`config.mk`:
```
export PLATFORM = sky130hd
export DESIGN_NAME = uart_flow_ctrl
export DESIGN_NICKNAME = d
export VERILOG_FILES = /design/src/rtl/flowctl_pkg.sv /design/src/rtl/flowctl_datapath.sv /design/src/rtl/flowctl_control.sv /design/src/rtl/uart_flow_ctrl.sv
export SDC_FILE = /design/constraint.sdc
export NUM_CORES = 1
export LEC_CHECK = 0
export BUFFER_PORTS_ARGS = -buffer_cell sky130_fd_sc_hd__buf_4
export CORE_ASPECT_RATIO = 1.25
export CORE_MARGIN = 2
export CORE_UTILIZATION = 34
export CTS_BUF_LIST = sky130_fd_sc_hd__clkbuf_16
export DETAILED_ROUTE_END_ITERATION = 8
export GPL_TIMING_DRIVEN = 0
export PLACE_DENSITY_LB_ADDON = 0.15
export SLEW_MARGIN = 40
export SYNTH_ARGS = -nofsm -noshare
export SYNTH_HDL_FRONTEND = slang
export SYNTH_SLANG_ARGS = --single-unit
```
`constraint.sdc`:
```
create_clock -name clk -period 4.47 [get_ports clk]
set_input_delay 1.341 -clock clk [delete_from_list [all_inputs] [get_ports clk]]
set_output_delay 1.341 -clock clk [all_outputs]
set_load 0.005 [all_outputs]
```
`src/rtl/flowctl_pkg.sv`:
```
package flowctl_pkg;
  localparam int REG_W = 8;
  localparam int CTRL_ADDR = 0;
  localparam int AUTO_CTS_BIT = 7;
  localparam int AUTO_RTS_BIT = 6;
  localparam int MANUAL_RTS_BIT = 0;

  typedef struct packed {
    logic rtsSet;
    logic rtsClr;
  } rtsStrobe_t;
endpackage

```
`src/rtl/flowctl_datapath.sv`:
```
module flowctl_datapath
  import flowctl_pkg::*;
#(
  parameter int FIFO_DEPTH = 64,
  parameter int FIELD_W = 4,
  parameter int SCALE_SHIFT = 2,
  parameter int SYNC_STAGES = 2,
  localparam int LEVEL_W = $clog2(FIFO_DEPTH + 1)
) (
  input  logic               clk,
  input  logic               rstN,
  input  logic               regWrEn,
  input  logic               regAddr,
  input  logic [REG_W-1:0]   regWrData,
  input  logic [LEVEL_W-1:0] rxLevel,
  input  logic               ctsIn,
  input  logic               txReady,
  input  rtsStrobe_t         stb,
  output logic               autoRts,
  output logic               misconfig,
  output logic               atHalt,
  output logic               atResume,
  output logic               rtsState,
  output logic               rtsOut,
  output logic               txPermit
);
  logic [REG_W-1:0]       ctrlReg;
  logic [FIELD_W-1:0]     haltFld, resumeFld;
  logic                   thrWritten;
  logic [LEVEL_W-1:0]     haltLvl, resumeLvl;
  logic [SYNC_STAGES-1:0] ctsPipe;
  logic                   ctsSync, autoCts;

  always_ff @(posedge clk or negedge rstN) begin
    if (!rstN) begin
      ctrlReg    <= '0;
      haltFld    <= '0;
      resumeFld  <= '0;
      thrWritten <= 1'b0;
    end else if (regWrEn) begin
      if (regAddr == 1'(CTRL_ADDR)) begin
        ctrlReg <= regWrData;
      end else begin
        haltFld    <= regWrData[FIELD_W-1:0];
        resumeFld  <= regWrData[2*FIELD_W-1:FIELD_W];
        thrWritten <= 1'b1;
      end
    end
  end

  assign autoRts = ctrlReg[AUTO_RTS_BIT];
  assign autoCts = ctrlReg[AUTO_CTS_BIT];

  // CTS synchronizer chain
  for (genvar i = 0; i < SYNC_STAGES; i++) begin : g_sync
    always_ff @(posedge clk or negedge rstN) begin
      if (!rstN) ctsPipe[i] <= 1'b0;
      else if (i == 0) ctsPipe[i] <= ctsIn;
      else ctsPipe[i] <= ctsPipe[(i == 0) ? 0 : i-1];
    end
  end
  assign ctsSync = ctsPipe[SYNC_STAGES-1];

  // Level compare
  assign haltLvl   = thrWritten ? (LEVEL_W'(haltFld) << SCALE_SHIFT) : LEVEL_W'(1);
  assign resumeLvl = thrWritten ? (LEVEL_W'(resumeFld) << SCALE_SHIFT) : LEVEL_W'(0);
  assign misconfig = thrWritten && (haltFld <= resumeFld);
  assign atHalt    = rxLevel >= haltLvl;
  assign atResume  = rxLevel <= resumeLvl;

  always_ff @(posedge clk or negedge rstN) begin
    if (!rstN) rtsState <= 1'b0;
    else if (stb.rtsClr) rtsState <= 1'b0;
    else if (stb.rtsSet) rtsState <= 1'b1;
  end

  assign rtsOut   = autoRts ? rtsState : ctrlReg[MANUAL_RTS_BIT];
  assign txPermit = txReady & (~autoCts | ctsSync);


  a_r3_halt_clears: assert property (@(posedge clk) disable iff (!rstN)
    (autoRts && !misconfig && rtsState && rxLevel >= haltLvl) |=> !rtsState);

  a_r4_resume_sets: assert property (@(posedge clk) disable iff (!rstN)
    (autoRts && !misconfig && !rtsState && rxLevel <= resumeLvl) |=> rtsState);

  a_r6_misconfig_holds: assert property (@(posedge clk) disable iff (!rstN)
    (autoRts && misconfig) |=> $stable(rtsState));

  if (SYNC_STAGES == 2) begin : g_ctsChk
    a_r8_cts_blocks: assert property (@(posedge clk) disable iff (!rstN)
      (autoCts && !$past(ctsIn) && !$past(ctsIn, 2)) |-> !txPermit);
  end
endmodule

```
`src/rtl/flowctl_control.sv`:
```
module flowctl_control
  import flowctl_pkg::*;
(
  input  logic       autoRts,
  input  logic       misconfig,
  input  logic       atHalt,
  input  logic       atResume,
  input  logic       rtsState,
  output rtsStrobe_t stb
);
  always_comb begin
    stb = '0;
    if (!autoRts) begin
      stb.rtsClr = 1'b1;
    end else if (!misconfig) begin
      if (rtsState && atHalt) stb.rtsClr = 1'b1;
      else if (!rtsState && atResume) stb.rtsSet = 1'b1;
    end
  end
endmodule

```
`src/rtl/uart_flow_ctrl.sv`:
```
module uart_flow_ctrl
  import flowctl_pkg::*;
#(
  parameter int FIFO_DEPTH = 64,
  parameter int FIELD_W = 4,
  parameter int SCALE_SHIFT = 2,
  parameter int SYNC_STAGES = 2,
  localparam int LEVEL_W = $clog2(FIFO_DEPTH + 1)
) (
  input  logic               clk,
  input  logic               rstN,
  input  logic               regWrEn,
  input  logic               regAddr,
  input  logic [REG_W-1:0]   regWrData,
  input  logic [LEVEL_W-1:0] rxLevel,
  input  logic               ctsIn,
  input  logic               txReady,
  output logic               rtsOut,
  output logic               txPermit
);
  rtsStrobe_t stb;
  logic autoRts, misconfig, atHalt, atResume, rtsState;

  flowctl_datapath #(
    .FIFO_DEPTH(FIFO_DEPTH), .FIELD_W(FIELD_W),
    .SCALE_SHIFT(SCALE_SHIFT), .SYNC_STAGES(SYNC_STAGES)
  ) u_dp (
    .clk, .rstN, .regWrEn, .regAddr, .regWrData, .rxLevel, .ctsIn, .txReady,
    .stb, .autoRts, .misconfig, .atHalt, .atResume, .rtsState, .rtsOut, .txPermit
  );

  flowctl_control u_ctl (
    .autoRts, .misconfig, .atHalt, .atResume, .rtsState, .stb
  );
endmodule

```
==> metrics.txt <==
Die H=about 62 um; Syn. warnings=0; prevailing post-synth register cell=dfrtp_1; Pre-antenna DRT Iters=3; ANT cells=0; row count=21; worst-case reg-to-reg path depth=7; fraction of the mapped netlist area in adder cells=between 10% and 20%; PD cells=361 nW/um^2; clock power share=between 30% and 40%; DRT antenna net count=0; Async SR Flop Fraction=100%; min-delay src=u_dp.ctsPipe[0]; multi-input logic area=between 500 and 600 um^2; CTS buffer count=3; sequential area share after synthesis=40.7%; worst vdd ir=between 200 and 300 uV; GPL Wtd Cong=around 0.65; via/cell ratio=4.75; Worst-Skew Late Latency=0.24 ns; most frequent cells in the layout=buf_4 (22), dfrtp_1 (15), ha_1 (13); Die Wd=50.6 um; initial DRC count=9; Max Cap Viol=0; reg2reg setup slack=2.80 ns; WHS=about 0.35 ns; endpoint arrival time on the critical path=1.71 ns; largest family of logic cells by synthesized area=adder cells; Storage cell area=around 380 um^2; Mapped Avg Cell Area=around 11 um^2; Initial Util=35.1%; Die ar.=3150 um^2; fmax=0.328 GHz; crit end category=primary output; post-synth cell types=26; largest net degree at the start of global routing=16; Synth Area in Simple Gates=between 10% and 20%; Total Routing Usage GR=12.5%; synthesized flop and latch total=15; WL per Instance=11.9 um; Int Power=between 300 and 400 uW; count of final setup violators=0; CP required=about 3.1 ns; vias in the first global route=703; setup TNS=0 ns; part of the power in combinational logic=a little under a quarter; RSZ-0062 raised after global routing=no; Post-synth EDFFs=0; PortBufs=22; final wirelength=about 1700 um; Net Count, Synth=between 100 and 150; initial antenna violation count=0; CTS resizes=0; CTS max path bufs=2; Worst Hold Path Cells=0; Slew Limit Fails=0; setup bufs post-CTS=0; compound-gate portion of the synthesized area=between 10 and 15%; Clock Skew=0.00298 ns; Hold Fails Final Rpt=0; switching fraction of total power=about a quarter; CTS tree=done; Rel. slew slack=74.2%; Sw Pwr=roughly 110 uW; critical path fanouts, max=1; XOR/XNOR Fraction of Synth Area=0%; H-Tree Depth=1; Least-Margin Pin Slew=roughly 0.39 ns; Startpoint Class=input port; Min-Delay Path Class=reg -> reg; post-DP HPWL=1420 um; multiplexer share of the synthesized area=between 10 and 15%; clk sinks=15; Reg2Reg Launch Point=u_dp.thrWritten; core box area=between 2000 and 3000 um^2; first-pass GRT wire length=between 3000 and 4000 um; root buffer cell=clkbuf_16; DRC Markers=0; Layout fillers=around 260; outcome=completed; Reg power frac=around two fifths; most common cell after layout, fill and taps aside=buf_4; reg2reg end=u_dp.rtsState; Non-Filler Instances=approximately 140; cts hold-fix bufs=0; min Tclk post-route=slightly above 3 ns; Setup CP Type=in -> out; net count reported at finish=~140; DP Cell Count=~140; Vias=between 600 and 700; Leak=around 0.63 nW; share of post-route cells with drive strength above 1=roughly 28%; Mapped Area=approximately 900 um^2; Worst-path clk slew=~0.04 ns; Worst Hold End=u_dp.ctsSync; Syn-to-layout area delta=31.1%; final worst-path cycle share=about two thirds; Synth Instances=roughly 80; num ports=23; grt ovf=0
power groups by stage:
stage	Combinational, mW	Sequential, mW	Clock, mW
floorplan	0.0672	0.164	0
CTS	0.104	0.167	0.172
global placement	0.100	0.169	0
detailed placement	0.104	0.169	0
finish	0.102	0.167	0.169
global route	0.118	0.170	0.179
per-layer routing:
layer | global-route usage (%) | part of all wire [%] | vias up
met2 | 20.6 | 49 | 16
li1 | - | - | 345
met5 | 0 | 0 | -
met4 | 7.09 | 1.9 | 0
met1 | 15.0 | 45 | 309
met3 | 2.16 | 4.0 | 4
layout make-up:
cell class                 count  share of cell area [%]
multi-input combinational     57                    41.5
tap                           34                    3.52
clock buffer                   3                    6.21
sequential                    15                    31.1
inverter                       9                    2.80
clock inverter                 1                   0.311
buffer                         1                   0.932
timing repair buffer          22                    13.7
flip-flops by register name, indices dropped and copies added, names as in the netlist:
signal and count:
u_dp.ctsSync 1, u_dp.ctsPipe 1, u_dp.haltFld 4, u_dp.ctrlReg 3, u_dp.rtsState 1, u_dp.thrWritten 1
u_dp.resumeFld 4
worst max-delay path: stages:
cell and delay, ns:
buf_4 0.07, a21boi_0 0.16, buf_4 0.13
how the worst max path moves through the flow:
stage             from        to
3_3_place_gp   txReady  txPermit
5_1_grt        txReady  txPermit
3_5_place_dp   txReady  txPermit
2_1_floorplan  txReady  txPermit
6_report       txReady  txPermit
4_1_cts        txReady  txPermit
logic make-up (layout without fill, tap and decap cells):
family                   after synthesis  in the layout
AO/OA/AOI/OAI                         13             13
adder cells (fa/ha/maj)               13             13
buffers and inverters                 10             36
AND/OR/NAND/NOR                       19             19
flip-flops                            15             15
multiplexers                          12             12
Yosys cell counts, drive strengths merged, types with 2 or more instances:
master,number,area share [%]
o21ai,3,1.6
ha,13,18
mux2,12,15
dfrtp,15,41
inv,9,3.7
a211oi,2,2.2
nand2,9,3.7
a21o,2,1.6
a21oi,2,1.1
through the flow:
| step | power (mW) | instance area [um^2] | worst slack (ns) | utilization [%] |
|---|---|---|---|---|
| after floorplan | 0.231 | 922 | 1.59 | - |
| after global placement | 0.269 | 1130 | 1.42 | 43.0 |
| after detailed placement | 0.273 | 1130 | 1.42 | 43.0 |
| after CTS | 0.444 | 1210 | 1.41 | 46.0 |
| after global routing | 0.466 | 1210 | 1.36 | 46.0 |
| final | 0.437 | 1210 | 1.42 | 46.0 |
No activity file was read; power rests on OpenSTA's default activity.
